## src/rtl/uart_rx_pkg.sv

```systemverilog
package uart_rx_pkg;
  typedef enum logic [1:0] {ST_HUNT, ST_START, ST_DATA, ST_STOP} rx_state_e;

  // packed order gives bit positions 4..0 of the status byte
  typedef struct packed {
    logic fe;
    logic nf;
    logic ovr;
    logic idl;
    logic rdf;
  } rx_flags_t;

  localparam int FLAG_W = 5;
endpackage

```

## src/rtl/uart_rx_frame.sv

```systemverilog
module uart_rx_frame #(
  parameter int DATA_W = 8,
  parameter int OVS    = 16
) (
  input  logic              clk,
  input  logic              rst,
  input  logic              tick,
  input  logic              rxd,
  output logic              rxd_s,
  output logic              done,
  output logic [DATA_W-1:0] word,
  output logic              noise,
  output logic              ferr
);
  import uart_rx_pkg::*;

  localparam int CNT_W = $clog2(OVS);
  localparam int BIT_W = $clog2(DATA_W + 1);
  localparam logic [CNT_W-1:0] SMP_A = CNT_W'(OVS / 2 - 1);
  localparam logic [CNT_W-1:0] SMP_B = CNT_W'(OVS / 2);
  localparam logic [CNT_W-1:0] SMP_C = CNT_W'(OVS / 2 + 1);
  localparam logic [CNT_W-1:0] CNT_TOP = CNT_W'(OVS - 1);
  localparam logic [BIT_W-1:0] LAST_BIT = BIT_W'(DATA_W - 1);

  logic              meta;
  rx_state_e         st;
  logic [CNT_W-1:0]  cnt;
  logic [BIT_W-1:0]  bidx;
  logic [1:0]        smp;
  logic [DATA_W-1:0] sh;
  logic              nacc;
  logic              vote;
  logic              split;

  always_comb begin
    vote  = (smp[0] & smp[1]) | (smp[0] & rxd_s) | (smp[1] & rxd_s);
    split = !((smp[0] == smp[1]) && (smp[1] == rxd_s));
  end

  always_ff @(posedge clk) begin
    if (rst) begin
      meta  <= 1'b1;
      rxd_s <= 1'b1;
      st    <= ST_HUNT;
      cnt   <= '0;
      bidx  <= '0;
      smp   <= '0;
      sh    <= '0;
      nacc  <= 1'b0;
      done  <= 1'b0;
      word  <= '0;
      noise <= 1'b0;
      ferr  <= 1'b0;
    end else begin
      meta  <= rxd;
      rxd_s <= meta;
      done  <= 1'b0;
      if (tick) begin
        if (st == ST_HUNT) begin
          if (!rxd_s) begin
            st   <= ST_START;
            cnt  <= CNT_W'(1);
            bidx <= '0;
            nacc <= 1'b0;
          end
        end else begin
          cnt <= (cnt == CNT_TOP) ? '0 : cnt + 1'b1;
          if (cnt == SMP_A) smp[0] <= rxd_s;
          if (cnt == SMP_B) smp[1] <= rxd_s;
          if (cnt == SMP_C) begin
            case (st)
              ST_START: begin
                if (vote) st <= ST_HUNT;
                else begin
                  st   <= ST_DATA;
                  nacc <= split;
                end
              end
              ST_DATA: begin
                sh   <= {vote, sh[DATA_W-1:1]};
                nacc <= nacc | split;
                bidx <= bidx + 1'b1;
                if (bidx == LAST_BIT) st <= ST_STOP;
              end
              ST_STOP: begin
                st    <= ST_HUNT;
                done  <= 1'b1;
                word  <= sh;
                noise <= nacc | split;
                ferr  <= !vote;
              end
              default: st <= ST_HUNT;
            endcase
          end
        end
      end
    end
  end

  // a word is only delivered out of the stop-bit state
  a_r1_done_after_stop: assert property (@(posedge clk) disable iff (rst)
    done |-> $past(st == ST_STOP));

  // a rejected start never yields a word on the next cycle
  a_r3_false_start_quiet: assert property (@(posedge clk) disable iff (rst)
    ($past(st == ST_START) && st == ST_HUNT) |-> !done);
endmodule

```

## src/rtl/uart_rx_idle.sv

```systemverilog
module uart_rx_idle #(
  parameter int OVS       = 16,
  parameter int IDLE_BITS = 10
) (
  input  logic clk,
  input  logic rst,
  input  logic tick,
  input  logic rxd_s,
  output logic pulse
);
  localparam int LIMIT = OVS * IDLE_BITS;
  localparam int CW    = $clog2(LIMIT);
  localparam logic [CW-1:0] CNT_LAST = CW'(LIMIT - 1);

  logic          armed;
  logic [CW-1:0] cnt;

  always_ff @(posedge clk) begin
    if (rst) begin
      armed <= 1'b0;
      cnt   <= '0;
      pulse <= 1'b0;
    end else begin
      pulse <= 1'b0;
      if (tick) begin
        if (!rxd_s) begin
          armed <= 1'b1;
          cnt   <= '0;
        end else if (armed) begin
          if (cnt == CNT_LAST) begin
            pulse <= 1'b1;
            armed <= 1'b0;
            cnt   <= '0;
          end else begin
            cnt <= cnt + 1'b1;
          end
        end
      end
    end
  end

  // one detection per quiet period
  a_r8_single_pulse: assert property (@(posedge clk) disable iff (rst)
    pulse |=> !pulse);
endmodule

```

## src/rtl/uart_rx_status.sv

```systemverilog
module uart_rx_status #(
  parameter int DATA_W = 8
) (
  input  logic              clk,
  input  logic              rst,
  input  logic              done,
  input  logic [DATA_W-1:0] word,
  input  logic              noise,
  input  logic              ferr,
  input  logic              idle_pulse,
  input  logic              rd_en,
  input  logic              rd_sel,
  output uart_rx_pkg::rx_flags_t flg,
  output logic [DATA_W-1:0] rd_data
);
  import uart_rx_pkg::*;

  rx_flags_t         arm;
  rx_flags_t         clr;
  rx_flags_t         nxt;
  logic [DATA_W-1:0] dreg;
  logic              st_rd;
  logic              dt_rd;
  logic              room;

  always_comb begin
    st_rd = rd_en & !rd_sel;
    dt_rd = rd_en & rd_sel;
    clr   = dt_rd ? arm : '0;
    room  = !flg.rdf || clr.rdf;
    nxt   = flg & ~clr;
    if (idle_pulse) nxt.idl = 1'b1;
    if (done) begin
      if (room) begin
        nxt.rdf = 1'b1;
        nxt.nf  = nxt.nf | noise;
        nxt.fe  = nxt.fe | ferr;
      end else begin
        nxt.ovr = 1'b1;
      end
    end
  end

  always_ff @(posedge clk) begin
    if (rst) begin
      flg     <= '0;
      arm     <= '0;
      dreg    <= '0;
      rd_data <= '0;
    end else begin
      flg <= nxt;
      if (st_rd)      arm <= flg;
      else if (dt_rd) arm <= '0;
      if (done && room) dreg <= word;
      if (rd_en) rd_data <= rd_sel ? dreg : DATA_W'(flg);
    end
  end

  // a dropped word leaves the holding register alone
  a_r5_keep_word: assert property (@(posedge clk) disable iff (rst)
    (done && flg.rdf && !dt_rd) |=> dreg == $past(dreg));

  // overrun masks the framing flag
  a_r6_fe_masked: assert property (@(posedge clk) disable iff (rst)
    (done && flg.rdf && !dt_rd) |=> flg.fe == $past(flg.fe));

  // overrun only drops through a data read
  a_r7_clear_by_read: assert property (@(posedge clk) disable iff (rst)
    $fell(flg.ovr) |-> $past(dt_rd));

  // idle flag only rises after the detector fires
  a_r8_idle_source: assert property (@(posedge clk) disable iff (rst)
    $rose(flg.idl) |-> $past(idle_pulse));
endmodule

```

## src/rtl/uart_rx_flags.sv

```systemverilog
module uart_rx_flags #(
  parameter int DATA_W    = 8,
  parameter int OVS       = 16,
  parameter int IDLE_BITS = 10
) (
  input  logic              clk,
  input  logic              rst,
  input  logic              tick16,
  input  logic              rxd,
  input  logic              rd_en,
  input  logic              rd_sel,
  input  logic              ilie,
  input  logic              rie,
  output logic [DATA_W-1:0] rd_data,
  output logic              irq_idle,
  output logic              irq_rx
);
  import uart_rx_pkg::*;

  logic              rxd_s;
  logic              done;
  logic [DATA_W-1:0] word;
  logic              noise;
  logic              ferr;
  logic              idle_pulse;
  rx_flags_t         flg;

  uart_rx_frame #(.DATA_W(DATA_W), .OVS(OVS)) u_frame (
    .clk(clk), .rst(rst), .tick(tick16), .rxd(rxd), .rxd_s(rxd_s),
    .done(done), .word(word), .noise(noise), .ferr(ferr)
  );

  uart_rx_idle #(.OVS(OVS), .IDLE_BITS(IDLE_BITS)) u_idle (
    .clk(clk), .rst(rst), .tick(tick16), .rxd_s(rxd_s), .pulse(idle_pulse)
  );

  uart_rx_status #(.DATA_W(DATA_W)) u_status (
    .clk(clk), .rst(rst), .done(done), .word(word), .noise(noise),
    .ferr(ferr), .idle_pulse(idle_pulse), .rd_en(rd_en), .rd_sel(rd_sel),
    .flg(flg), .rd_data(rd_data)
  );

  always_comb begin
    irq_idle = flg.idl & ilie;
    irq_rx   = (flg.rdf | flg.ovr) & rie;
  end

  // receive request is never raised while its enable is low
  a_r9_rx_gated: assert property (@(posedge clk) disable iff (rst)
    !rie |-> !irq_rx);
endmodule

```

## config.mk

```make
export PLATFORM = sky130hd
export DESIGN_NAME = uart_rx_flags
export DESIGN_NICKNAME = d
export VERILOG_FILES = /design/src/rtl/uart_rx_pkg.sv /design/src/rtl/uart_rx_frame.sv /design/src/rtl/uart_rx_idle.sv /design/src/rtl/uart_rx_status.sv /design/src/rtl/uart_rx_flags.sv
export SDC_FILE = /design/constraint.sdc
export NUM_CORES = 1
export LEC_CHECK = 0
export BUFFER_PORTS_ARGS = -buffer_cell sky130_fd_sc_hd__buf_2
export CAP_MARGIN = 20
export CORE_MARGIN = 5
export CORE_UTILIZATION = 67
export CTS_BUF_LIST = sky130_fd_sc_hd__clkbuf_8
export DETAILED_ROUTE_END_ITERATION = 12
export GPL_ROUTABILITY_DRIVEN = 0
export HOLD_SLACK_MARGIN = 0.02
export PLACE_DENSITY = 0.87
export REMOVE_ABC_BUFFERS = 1
export SYNTH_ARGS = -nofsm -noshare
export SYNTH_HDL_FRONTEND = slang
export SYNTH_SLANG_ARGS = --single-unit
```

## constraint.sdc

```tcl
create_clock -name clk -period 5.64 [get_ports clk]
set_input_delay 0.282 -clock clk [delete_from_list [all_inputs] [get_ports clk]]
set_output_delay 0.282 -clock clk [all_outputs]
set_load 0.1 [all_outputs]
```

Yosys cells after proc, flatten, opt, wreduce, memory -nomap -nowiden
Index checks and enable logic that the tools add are counted.

Logic and storage cells: 125. Bits of input ports: 8. Register bits after elaboration: 70. Output and inout port bits: 10.

Bitwise gates (word level): 20. Multiplexer cells: 36. Add/sub/neg operators: 3. Eq/ne operators: 15. Reduce and logical (&&, ||, !) cells: 23.

Operators with widths (number): 2-to-1 mux 8 bit (4); 2-to-1 mux 4 bit (7); AND reduction 4 bit (4); 2-to-1 mux 5 bit (3); 2-to-1 mux 1 bit (13); == test 4 bit (second input constant) (3); 2-to-1 mux 2 bit (6); adder 4 x 1 -> 4 bit (second input constant) (2); adder 8 x 1 -> 8 bit (second input constant) (1); == test 4 x 3 -> 1 bit (second input constant) (2); == test 8 bit (second input constant) (1); OR reduction 4 bit (2); AND 1 bit (7); OR 1 bit (6); AND reduction 3 bit (2); nonzero test 2 bit (3); AND 5 bit (1); inverter 1 bit (5); inverter 5 bit (1); AND reduction 5 bit (1); == test 2 bit (second input constant) (2); logical NOT 1 bit (4); one-hot mux 2 bit (2 select lines) (1); AND reduction 2 bit (2); 12 further kinds (14).

Longest topological paths before layout
Gate-level depths: netlist of run 1.

Depth after elaboration: 7. Depth in mapped cells: 7.

By module
Synthesis of run 1 repeated with hierarchy kept, for this count alone.

Cell total of the unflattened synthesis: 349. Area, all modules: 3166.8 um^2.

Modules (own cells, without submodules): uart_rx_frame (area an instance 1519.0 um^2, sequential area each 680.7 um^2, cells each 169, times used 1); uart_rx_status (area an instance 1126.1 um^2, sequential area each 520.5 um^2, cells each 117, times used 1); uart_rx_idle (area an instance 508.0 um^2, sequential area each 200.2 um^2, cells each 61, times used 1); uart_rx_flags (area an instance 13.8 um^2, sequential area each 0.0 um^2, cells each 2, times used 1).

Worst setup path before layout of run 1
No wires, ideal clock.

Path kind: register to register. From: reg u_frame.st[0]. To: reg u_frame.st[1]. Data required time: 5.570 ns. Period minus slack after synthesis: 1.789 ns. Cell stages (with the launch flop): 7. Buffers on the path: 0. Setup slack: 3.851 ns. Arrival time: 1.718 ns. Cell sequence: dfxtp_1 -> inv_1 -> ha_1 -> and4bb_1 -> o221ai_2 -> or4b_1 -> a21oi_1.

Cells in the longest elaborated chain, start to end: 4. Elaborated cells on any way between the ends: 10. Classes of those cells: eq/ne: 4; mux: 3; reduce/logical: 3.

Ends and longest elaborated chain: from (decl) (RTL line uart_rx_frame.sv:26) `rx_state_e st;`; from (signal assigned) (RTL line uart_rx_frame.sv:44) `st <= ST_HUNT;`; from (signal assigned) (RTL line uart_rx_frame.sv:61) `st <= ST_START;`; from (signal assigned) (RTL line uart_rx_frame.sv:73) `if (vote) st <= ST_HUNT;`; == test 2 bit / == test 2 x 1 -> 1 bit (equally long branches) (RTL line uart_rx_frame.sv:71) `case (st)`; one-hot mux 2 bit (2 select lines) (RTL line uart_rx_frame.sv:71); 2-to-1 mux 2 bit (RTL line uart_rx_frame.sv:70) `if (cnt == SMP_C) begin`; 2-to-1 mux 2 bit (RTL line uart_rx_frame.sv:59) `if (st == ST_HUNT) begin`.

Parallel ways exist; a longest one is shown, timed or not. The select of a mux whose other input is x is not followed. A chain may end at the register's enable or synchronous reset.

Worst setup path after layout of run 1
From: reg u_frame.st[1]. To: reg u_frame.noise.

Cells in the longest elaborated chain, start to end: 3. Elaborated cells on any way between the ends: 4. Classes of those cells: eq/ne: 1; bitwise: 1; reduce/logical: 2.

Ends and longest elaborated chain: logical NOT 2 bit (RTL line uart_rx_frame.sv:59); inverter 1 bit (no source line); AND reduction 4 bit (no source line) (*); to (signal assigned) (RTL line uart_rx_frame.sv:89) `noise <= nacc | split;`; to (decl) (RTL line uart_rx_frame.sv:12) `output logic noise,`.

Every way passes the cells marked *; elsewhere a longest branch is shown, timed or not.

==> impl_metrics.py, run 1 <==
metrics = {
    "logic_synthesis": {
        "ys_seq_area_share_pct": 46.2,
        "muxShareOfSynthArea_pct": 10.2,
        "synth_area_um2": 3030,
        "yosys_warnings": 0,
        "synthAdderAreaFrac_pct": 4.95,
        "synth_seq_cells": 70,
        "ys_types": 46,
        "synth_flop_cell": "dfxtp_1",
        "ys_async_sr_fraction_pct": 0,
        "synth-xor-area-share_pct": 0.578,
        "synthCells": 329,
        "synth_top_family_by_area": "simple AND/OR/NAND/NOR gates",
        "synth_compound_area_share_pct": 14.6,
        "synth_edf_count": 0,
        "syn_avg_cell_area_um2": 9.22,
        "synth-simple-area-share_pct": 20.2,
    },
    "timing": {
        "worst_pin_slew_ps": 649,
        "finalHoldViolCount": 0,
        "timing.slew.headroom_pct": 56.6,
        "setup_viol": 0,
        "min_period_ps": 2460,
        "max_freq_mhz": 406,
        "fin_crit_sh_pct": 43.6,
        "rsz0062_at_grt": "false",
        "maxSlewViolCount": 0,
        "fin_setup_tns_ps": 0,
        "fin_skew_ps": 7.19,
    },
    "clocking": {
        "insertion_delay_ps": 340,
        "clkTransAtPathRegs_ps": 70,
        "ctsHoldBuffers": 0,
        "numCtsBuffers": 9,
        "post_cts_resize_count": 0,
        "postCtsSetupRepairBufs": 0,
        "clk_path_buf_depth": 2,
        "cts.htree.levels": 3,
        "root_buffer": "clkbuf_8",
        "cts_tree": "built",
        "clkSinkCount": 70,
    },
    "detailed_routing": {
        "vias_per_cell": 5.89,
        "antenna_left": 0,
        "totalWireLength_mm": 5.87,
        "drc": 0,
        "drtIter0Drc": 181,
        "first_pass_iters": 4,
        "via_count": 2340,
        "wl_per_cell_um": 14.8,
    },
    "die": {
        "die_h_um": 77.3,
        "coreArea_um2": 4380,
        "num_rows": 24,
        "start_util_pct": 69.2,
        "die_area_um2": 5970,
        "ios": 18,
        "die_x_um": 77.3,
    },
    "placement": {
        "hpwl_mm": 3.90,
        "numPortBuffers": 17,
    },
    "hold_path": {
        "hold_class": "primary input to flip-flop",
        "min_path_cells": 2,
    },
    "global_route": {
        "grt_pass1_wl_mm": 10.0,
        "antenna_found_initial": 0,
        "grt_pass1_vias": 2179,
        "grt_max_degree": 69,
        "grt_usage_pct": 20.7,
        "grt.overflow.total": 0,
    },
    "power_and_ir_drop": {
        "power_leakage_nw": 1.30,
        "p_total_w": 0.000930,
        "power_density_nw_per_um2": 281,
        "peakVddDrop_uv": 193,
    },
    "worst_setup_path": {
        "critPathTopFamily": "simple AND/OR/NAND/NOR gates",
        "arrival_ps": 2660,
        "slowest_stage": "nand3_1",
        "start_kind": "flip-flop",
        "cp_cell_sequence": "inv_1 -> ha_1 -> and4bb_2 -> nand3_1 -> nor4_1 -> nor3_1",
        "cp_max_fo": 15,
        "required_ps": 5840,
        "end_kind": "flip-flop",
        "critPathMaxStageDelay_ps": 490,
        "crit_buf_inv": 1,
        "critical_path_depth": 6,
        "r2r_cells": 6,
        "critPathKind": "flip-flop to flip-flop",
    },
    "final_layout": {
        "layout-drive-gt1-share_pct": 11.9,
        "diodes": 0,
        "syn2layout_area_growth_pct": 9.08,
        "finalNetCount": 361,
        "fill_cells": 314,
        "multi_input_area_um2": 1530,
        "ff_latch_area_um2": 1400,
    },
    "flow_run": {
        "drv_cap": 0,
    },
    "status": {
        "status": "completed",
    },
}
[flip-flops by register name, summed over array words and instances (netlist names), 2 cells and up]
register	count
u_frame.smp	2
u_frame.bidx	4
u_frame.st	2
u_idle.cnt	8
u_status.dreg	8
u_status.arm	5
u_frame.word	8
u_frame.sh	8
u_status.rd_data	8
u_frame.cnt	4
u_status.flg	5
[placed cells by master (no fill, tap or decap), types with 2 or more instances in the layout]
cell type    n
buf_4        2
xor2_1       2
a22oi_1      5
mux2i_1     31
ha_1        12
o31ai_1      2
or2_2        2
clkinvlp_4   2
nand2b_1     8
nand3_1     15
dfxtp_1     70
and2_1       5
a31oi_1      3
o21a_1       3
and4_1       2
o21ai_0     10
a41oi_1      2
clkinv_2     2
a211oi_1     7
a311oi_1     3
a32oi_1      3
inv_1        6
or3_1        2
nand3b_1     2
nor3_1       2
nor2_1      55
buf_2       17
clkbuf_8     9
nor2b_1      8
nand2_1     12
a21oi_1     23
[synthesized netlist by cell type (7+ instances only)]
cell type / count / share of area (%)
dfxtp_1: 70 / 46
nor2_1: 55 / 6.8
mux2i_1: 31 / 10
a21oi_1: 23 / 3.8
nand3_1: 15 / 2.5
ha_1: 12 / 5.0
nand2_1: 12 / 1.5
clkbuf_1: 10 / 1.2
o21ai_0: 10 / 1.7
nand2b_1: 8 / 1.7
nor2b_1: 8 / 1.7
a211oi_1: 7 / 1.7
[power breakdown]
group	switching [W]	internal (W)	leakage, nW	total [W]
Sequential	0.00000349	0.000497	0.565	0.000501
Combinational	0.0000344	0.0000110	0.648	0.0000454
Clock	0.000183	0.000201	0.0911	0.000384
Total	0.000221	0.000709	1.30	0.000930
[area by class of cell]
| cell class | count | share of cell area, % |
|---|---|---|
| tap | 52 | 1.97 |
| timing repair buffer | 19 | 3.03 |
| multi-input combinational | 235 | 46.3 |
| sequential | 70 | 42.4 |
| clock inverter | 6 | 1.93 |
| clock buffer | 9 | 3.74 |
| inverter | 6 | 0.681 |
[path summary, 6_finish.rpt]
kind / from / endpoint / slack (ps)
setup / recovery: u_frame.st[1] / u_frame.noise / 3180
hold / removal: rxd / u_frame.meta / 120
setup reg to reg: u_frame.st[1] / u_frame.noise / 3180
hold reg to reg: u_frame.meta / u_frame.rxd_s / 420
[cells by family after synthesis]
kind of cell / Yosys count
and+or+nand+nor: 123
DFF: 70
AOI/OAI and AO/OA: 67
muxes: 31
buffers and inverters: 24
adders and majority gates: 12
xor gates and xnor gates: 2
[per-layer routing]
metal  vias up  global-route usage (%)  share of wire, %
met5         -                       0                 0
met4         0                    10.3               2.1
met3        14                    5.50               3.9
li1       1192                       -                 -
met2        45                    31.6                47
met1      1089                    26.8                47
[metrics by stage]
stage	setup WS [ps]	utilization [%]	area, µm²	hold slack (ps)	cells
CTS	3210	75.5	3310	112	397
finish	3180	75.5	3310	122	397
global route	3080	75.5	3310	110	397
global placement	3480	71.2	3120	397	382
floorplan	3670	-	2960	351	311
detailed placement	3330	71.2	3120	397	382
No activity file was read; power rests on OpenSTA's default activity.
==> run 2, diff against run 1 <==
Settings changed: ABC_AREA set to 1, CORE_UTILIZATION 67 to 62, PLACE_DENSITY 0.87 to 0.81.
Clock period 5.64 ns to 2.35 ns, I/O delays scaled along.
==> run 2 against run 1 <==
Worst setup slack got worse by 2600 ps; critical path type unchanged; non-clock buffer count rose by 1; synthesized area rose by 0.54%; clock skew fell by 2.1 ps; final area rose by 2.6%.
==> impl_metrics.py, run 2 <==
metrics = {
    "global_route": {
        "grt_pass1_wl_mm": 9.94,
        "grt.overflow.total": 0,
        "grt_max_degree": 36,
        "grt_pass1_vias": 2318,
        "grt_usage_pct": 19.5,
        "antenna_found_initial": 0,
    },
    "worst_setup_path": {
        "critPathKind": "flip-flop to flip-flop",
        "end_kind": "flip-flop",
        "cp_cell_sequence": "inv_1 -> ha_1 -> inv_2 -> nand2_2 -> inv_4 -> nand2_4 -> nor2_4 -> inv_2 -> nor2_1 -> nor2_1",
        "arrival_ps": 1990,
        "reg2reg_slack_ps": 590,
        "r2r_end": "u_frame.word[0]",
        "r2r_cells": 10,
        "critPathTopFamily": "simple AND/OR/NAND/NOR gates",
        "critPathMaxStageDelay_ps": 400,
        "cp_max_fo": 13,
        "critical_path_depth": 10,
        "reg2reg_from": "u_frame.st[0]",
        "start_kind": "flip-flop",
        "crit_buf_inv": 4,
        "required_ps": 2580,
        "slowest_stage": "dfxtp_1",
    },
    "clocking": {
        "cts.htree.levels": 3,
        "insertion_delay_ps": 340,
        "cts_tree": "built",
        "clkTransAtPathRegs_ps": 70,
        "postCtsSetupRepairBufs": 0,
        "root_buffer": "clkbuf_8",
        "clkSinkCount": 70,
        "numCtsBuffers": 9,
        "clk_path_buf_depth": 2,
    },
    "power_and_ir_drop": {
        "power_frac_clock_pct": 43.9,
        "power_density_nw_per_um2": 723,
        "p_seq_share_pct": 49.4,
        "p_int_w": 0.00190,
        "p_total_w": 0.00246,
        "p_sw_share_pct": 22.8,
        "power_leakage_nw": 1.44,
        "comb_power_share_pct": 6.8,
        "p_switching_w": 0.000560,
        "peakVddDrop_uv": 342,
    },
    "timing": {
        "setup_viol": 0,
        "maxSlewViolCount": 0,
        "max_freq_mhz": 569,
        "worst_pin_slew_ps": 489,
        "min_period_ps": 1760,
        "fin_skew_ps": 5.05,
        "fin_crit_sh_pct": 74.8,
        "fin_setup_tns_ps": 0,
        "finalHoldViolCount": 0,
        "rsz0062_at_grt": "false",
        "timing.slew.headroom_pct": 67.6,
        "fin_worst_hold_slack_ps": 126,
    },
    "final_layout": {
        "syn2layout_area_growth_pct": 11.4,
        "fill_cells": 389,
        "finalNetCount": 450,
        "diodes": 0,
        "final_cell_mix": "nand2_1 (81), dfxtp_1 (70), nor2_1 (63)",
        "final_core_util_pct": 71.4,
        "layout-drive-gt1-share_pct": 12.0,
        "finalInstanceArea_um2": 3400,
        "layout_commonest_cell": "nand2_1",
    },
    "die": {
        "ios": 18,
        "die_x_um": 80.1,
        "start_util_pct": 64.1,
        "coreArea_um2": 4750,
        "num_rows": 25,
        "die_h_um": 80.1,
        "die_area_um2": 6420,
    },
    "logic_synthesis": {
        "synthCells": 411,
        "synth_area_um2": 3050,
        "syn_avg_cell_area_um2": 7.42,
        "synth_most_common_cell": "nand2_1",
        "yosys_warnings": 0,
        "ys_async_sr_fraction_pct": 0,
        "synth_edf_count": 0,
        "ys_seq_area_share_pct": 46.0,
        "synthTopCellsByArea": "dfxtp_1 (46%), nand2_1 (10%), nor2_1 (7.8%), a21oi_1 (6.4%), o21ai_0 (6.4%)",
        "synth_common_cells": "nand2_1 (81), dfxtp_1 (70), nor2_1 (63)",
        "yosys.area.top_type": "dfxtp_1",
        "ys_types": 33,
        "synth_flop_cell": "dfxtp_1",
        "yosys.area.top_type_share_pct": 46.0,
        "synth_seq_cells": 70,
    },
    "detailed_routing": {
        "antenna_left": 0,
        "wl_per_cell_um": 11.4,
        "vias_per_cell": 5.09,
        "drtIter0Drc": 117,
        "drc": 0,
        "first_pass_iters": 4,
        "totalWireLength_mm": 5.71,
        "via_count": 2548,
    },
    "placement": {
        "numPortBuffers": 17,
        "postPlaceCellArea_um2": 3160,
        "hpwl_mm": 3.91,
    },
    "hold_path": {
        "hold_class": "primary input to flip-flop",
        "min_from": "rd_en",
        "min_path_cells": 3,
        "whs_endpoint": "u_status.rd_data[6]",
    },
    "status": {
        "status": "completed",
    },
    "flow_run": {
        "drv_cap": 0,
    },
}
[run 2: cell types whose count changed after synthesis, sizes merged, moves of 4 or more]
cell    delta
mux2i     -31
a22oi      -5
nand2b     -8
o211ai     +4
nor2      +10
nand3     +11
nand2     +73
a21oi     +17
nor2b      -9
and2       -5
o21ai     +32
a211oi     -8
inv       +37
[run 2: metrics by stage]
stage | setup slack, ps | std cells
6_report | 591 | 501
5_1_grt | 421 | 501
2_1_floorplan | 830 | 399
3_3_place_gp | 695 | 485
3_5_place_dp | 626 | 485
4_1_cts | 600 | 501
[run 2: final cells by class]
class | count | area (µm²) | share of cell area (%)
clock buffer | 11 | 151 | 4.46
tap | 67 | 83.8 | 2.47
multi-input combinational | 284 | 1410 | 41.4
clock inverter | 4 | 71.3 | 2.10
inverter | 45 | 173 | 5.08
timing repair buffer | 20 | 110 | 3.24
sequential | 70 | 1400 | 41.3
[run 2: cells by family after synthesis]
group	after synthesis	share of synthesized area, %
fa+ha+maj	12	4.92
xor+xnor	1	0.287
flops	70	46.0
compound gates	89	15.4
simple gates	182	25.4
buf+inv	57	7.96
[run 2: tightest hold or removal path, delay by kind of cell]
family                 cells  cell delay, ps
AND/OR/NAND/NOR            1              80
buffers and inverters      1             160
AO/OA/AOI/OAI              1              50
[run 2: power groups by stage]
stage,logic (W),registers [W],clock network [W]
CTS,0.000166,0.00121,0.00110
finish,0.000166,0.00121,0.00108
global route,0.000188,0.00121,0.00116
floorplan,0.000116,0.00124,0
global placement,0.000162,0.00124,0
detailed placement,0.000164,0.00124,0
[run 2: how the worst max path moves through the flow]
stage | startpoint | end | slack, ps
after floorplan | u_frame.st[0] | u_frame.word[1] | 830
after global placement | u_frame.st[0] | u_frame.word[7] | 700
after detailed placement | u_frame.st[0] | u_frame.word[6] | 630
after CTS | u_frame.st[0] | u_frame.word[6] | 600
after global routing | u_frame.st[0] | u_frame.word[3] | 420
final | u_frame.st[0] | u_frame.word[0] | 590
[run 2: metal layers]
metal / part of all wire, % / GRT usage [%] / vias up
li1: - / - / 1354
met1: 49 / 25.2 / 1149
met2: 46 / 31.0 / 39
met3: 4.0 / 4.82 / 6
met4: 1.0 / 8.28 / 0
met5: 0 / 0 / -
[run 2: repair_timing]
item                       4_1_cts  5_1_grt
gates resized for setup          0        0
hold buffers                     1        0
setup endpoints to repair        0        0
hold endpoints to repair         1        0
==> run 3, diff against run 2 <==
Settings changed: CORE_UTILIZATION 62 to 56, PLACE_DENSITY 0.81 to 0.77.
Clock period 2.35 ns to 1.43 ns, I/O delays scaled along.
==> run 3 against run 2 <==
Wire length rose by 17%; maximum frequency is 25% higher; highest routed layer unchanged; clock skew rose by 6.5 ps; critical path depth did not move; sequential share of layout area shrank 3.3 points; power grew 64%; worst setup slack worse by 560 ps; non-clock buffer count increased by 23; largest cell class unchanged; first-iteration DRC count grew 9.4%; final area grew 8.9%; largest power group unchanged; die area increased by 9.3%.
==> impl_metrics.py, run 3 (synthesis gave the netlist of run 2 again) <==
metrics = {
    "clocking": {
        "clk_path_buf_depth": 2,
        "numCtsBuffers": 9,
        "insertion_delay_ps": 350,
        "clkTransAtPathRegs_ps": 70,
        "cts.htree.levels": 3,
        "cts_tree": "built",
        "clkSinkCount": 70,
        "root_buffer": "clkbuf_8",
    },
    "final_layout": {
        "ff_latch_area_um2": 1400,
        "fill_cells": 410,
        "final_core_util_pct": 71.0,
        "syn2layout_area_growth_pct": 21.3,
        "finalInstanceArea_um2": 3700,
        "diodes": 0,
        "layout_commonest_cell": "nand2_1",
        "layout-drive-gt1-share_pct": 20.9,
        "multi_input_area_um2": 1520,
        "final_cell_mix": "nand2_1 (78), dfxtp_1 (68), nor2_1 (56), a21oi_1 (39), inv_1 (38)",
        "finalNetCount": 474,
    },
    "power_and_ir_drop": {
        "power_density_nw_per_um2": 1090,
        "peakVddDrop_uv": 779,
        "power_leakage_nw": 1.56,
        "p_total_w": 0.00402,
    },
    "detailed_routing": {
        "drtIter0Drc": 128,
        "vias_per_cell": 5.17,
        "via_count": 2737,
        "totalWireLength_mm": 6.70,
        "wl_per_cell_um": 12.7,
        "first_pass_iters": 4,
        "antenna_left": 0,
        "drc": 0,
    },
    "timing": {
        "fin_setup_tns_ps": 0,
        "min_period_ps": 1400,
        "setup_viol": 0,
        "setup_ws_ps": 28.3,
        "max_freq_mhz": 713,
        "timing.slew.headroom_pct": 67.4,
        "finalHoldViolCount": 0,
        "fin_crit_sh_pct": 98.0,
        "rsz0062_at_grt": "true",
        "worst_pin_slew_ps": 492,
        "fin_skew_ps": 11.5,
        "maxSlewViolCount": 0,
    },
    "global_route": {
        "grt_pass1_vias": 2440,
        "grt.overflow.total": 0,
        "grt_max_degree": 31,
        "grt_pass1_wl_mm": 10.8,
        "grt_usage_pct": 18.9,
        "antenna_found_initial": 0,
    },
    "placement": {
        "postPlaceCellArea_um2": 3310,
        "hpwl_mm": 4.36,
        "numPortBuffers": 17,
        "place_ws_ps": -65.8,
    },
    "flow_run": {
        "drv_cap": 0,
    },
    "die": {
        "num_rows": 26,
        "coreArea_um2": 5200,
        "ios": 18,
        "die_x_um": 83.8,
        "die_h_um": 83.8,
        "die_area_um2": 7020,
        "start_util_pct": 58.6,
    },
    "hold_path": {
        "hold_class": "primary input to flip-flop",
        "min_path_cells": 2,
    },
    "worst_setup_path": {
        "critPathKind": "flip-flop to flip-flop",
        "end_kind": "flip-flop",
        "arrival_ps": 1690,
        "required_ps": 1720,
        "r2r_cells": 10,
        "cp_max_fo": 6,
        "start_kind": "flip-flop",
    },
    "status": {
        "status": "completed",
    },
}
run 3: cell count changes in the layout (fill, tap and decap cells not counted), sizes merged:
cell,previous run,this run
buf,19,42
bufinv,2,1
clkbuf,11,9
clkinv,2,5
inv,44,45
nand3,26,27
run 3: worst max-delay path, cell delays in order (launching register included):
cell	delay [ps]
dfxtp_2	340
inv_2	50
ha_4	170
inv_4	60
nand2_4	50
inv_4	80
nand2_4	60
nor2_4	210
buf_12	150
o21ai_0	70
nor2_1	100
run 3: stage by stage:
step,hold slack (ps),cells
final,57.6,529
after global routing,38.0,529
after CTS,38.2,525
after detailed placement,268,506
after global placement,255,506
after floorplan,141,399
run 3: area by class of cell:
type / count / share of cell area, %
clock buffers: 9 / 3.35
clock inverters: 7 / 1.83
inverters: 45 / 4.91
multi-input cells: 285 / 41.0
flip-flops and latches: 70 / 38.0
well taps: 70 / 2.37
repair buffers: 43 / 8.53
run 3: worst paths after layout:
| check | slack [ps] | start | end |
|---|---|---|---|
| max | 30 | u_frame.st[0] | u_frame.word[6] |
| min | 60 | rst | u_frame.cnt[1] |
| max reg2reg | 30 | u_frame.st[0] | u_frame.word[6] |
| min reg2reg | 410 | u_frame.meta | u_frame.rxd_s |
run 3: timing repair:
item,4_1_cts,5_1_grt
gates resized for setup,11,35
pin swaps,3,5
setup buffers,2,3
hold buffers,1,0
gates cloned,0,1
endpoints found under the hold margin,1,0
endpoints found under the setup margin,20,32
run 3: metal layers:
metal	wire length (µm)	track usage, %	up-vias
li1	-	-	1419
met1	3060	23.7	1251
met2	3190	29.7	52
met3	300	5.92	15
met4	145	8.77	0
met5	0	0	-
run 3: where the power goes:
group          internal, W  total, W  leakage [nW]  switching [W]
Combinational     0.000200  0.000488         0.896       0.000288
Clock             0.000795   0.00155         0.102       0.000754
Sequential         0.00197   0.00199         0.565      0.0000136
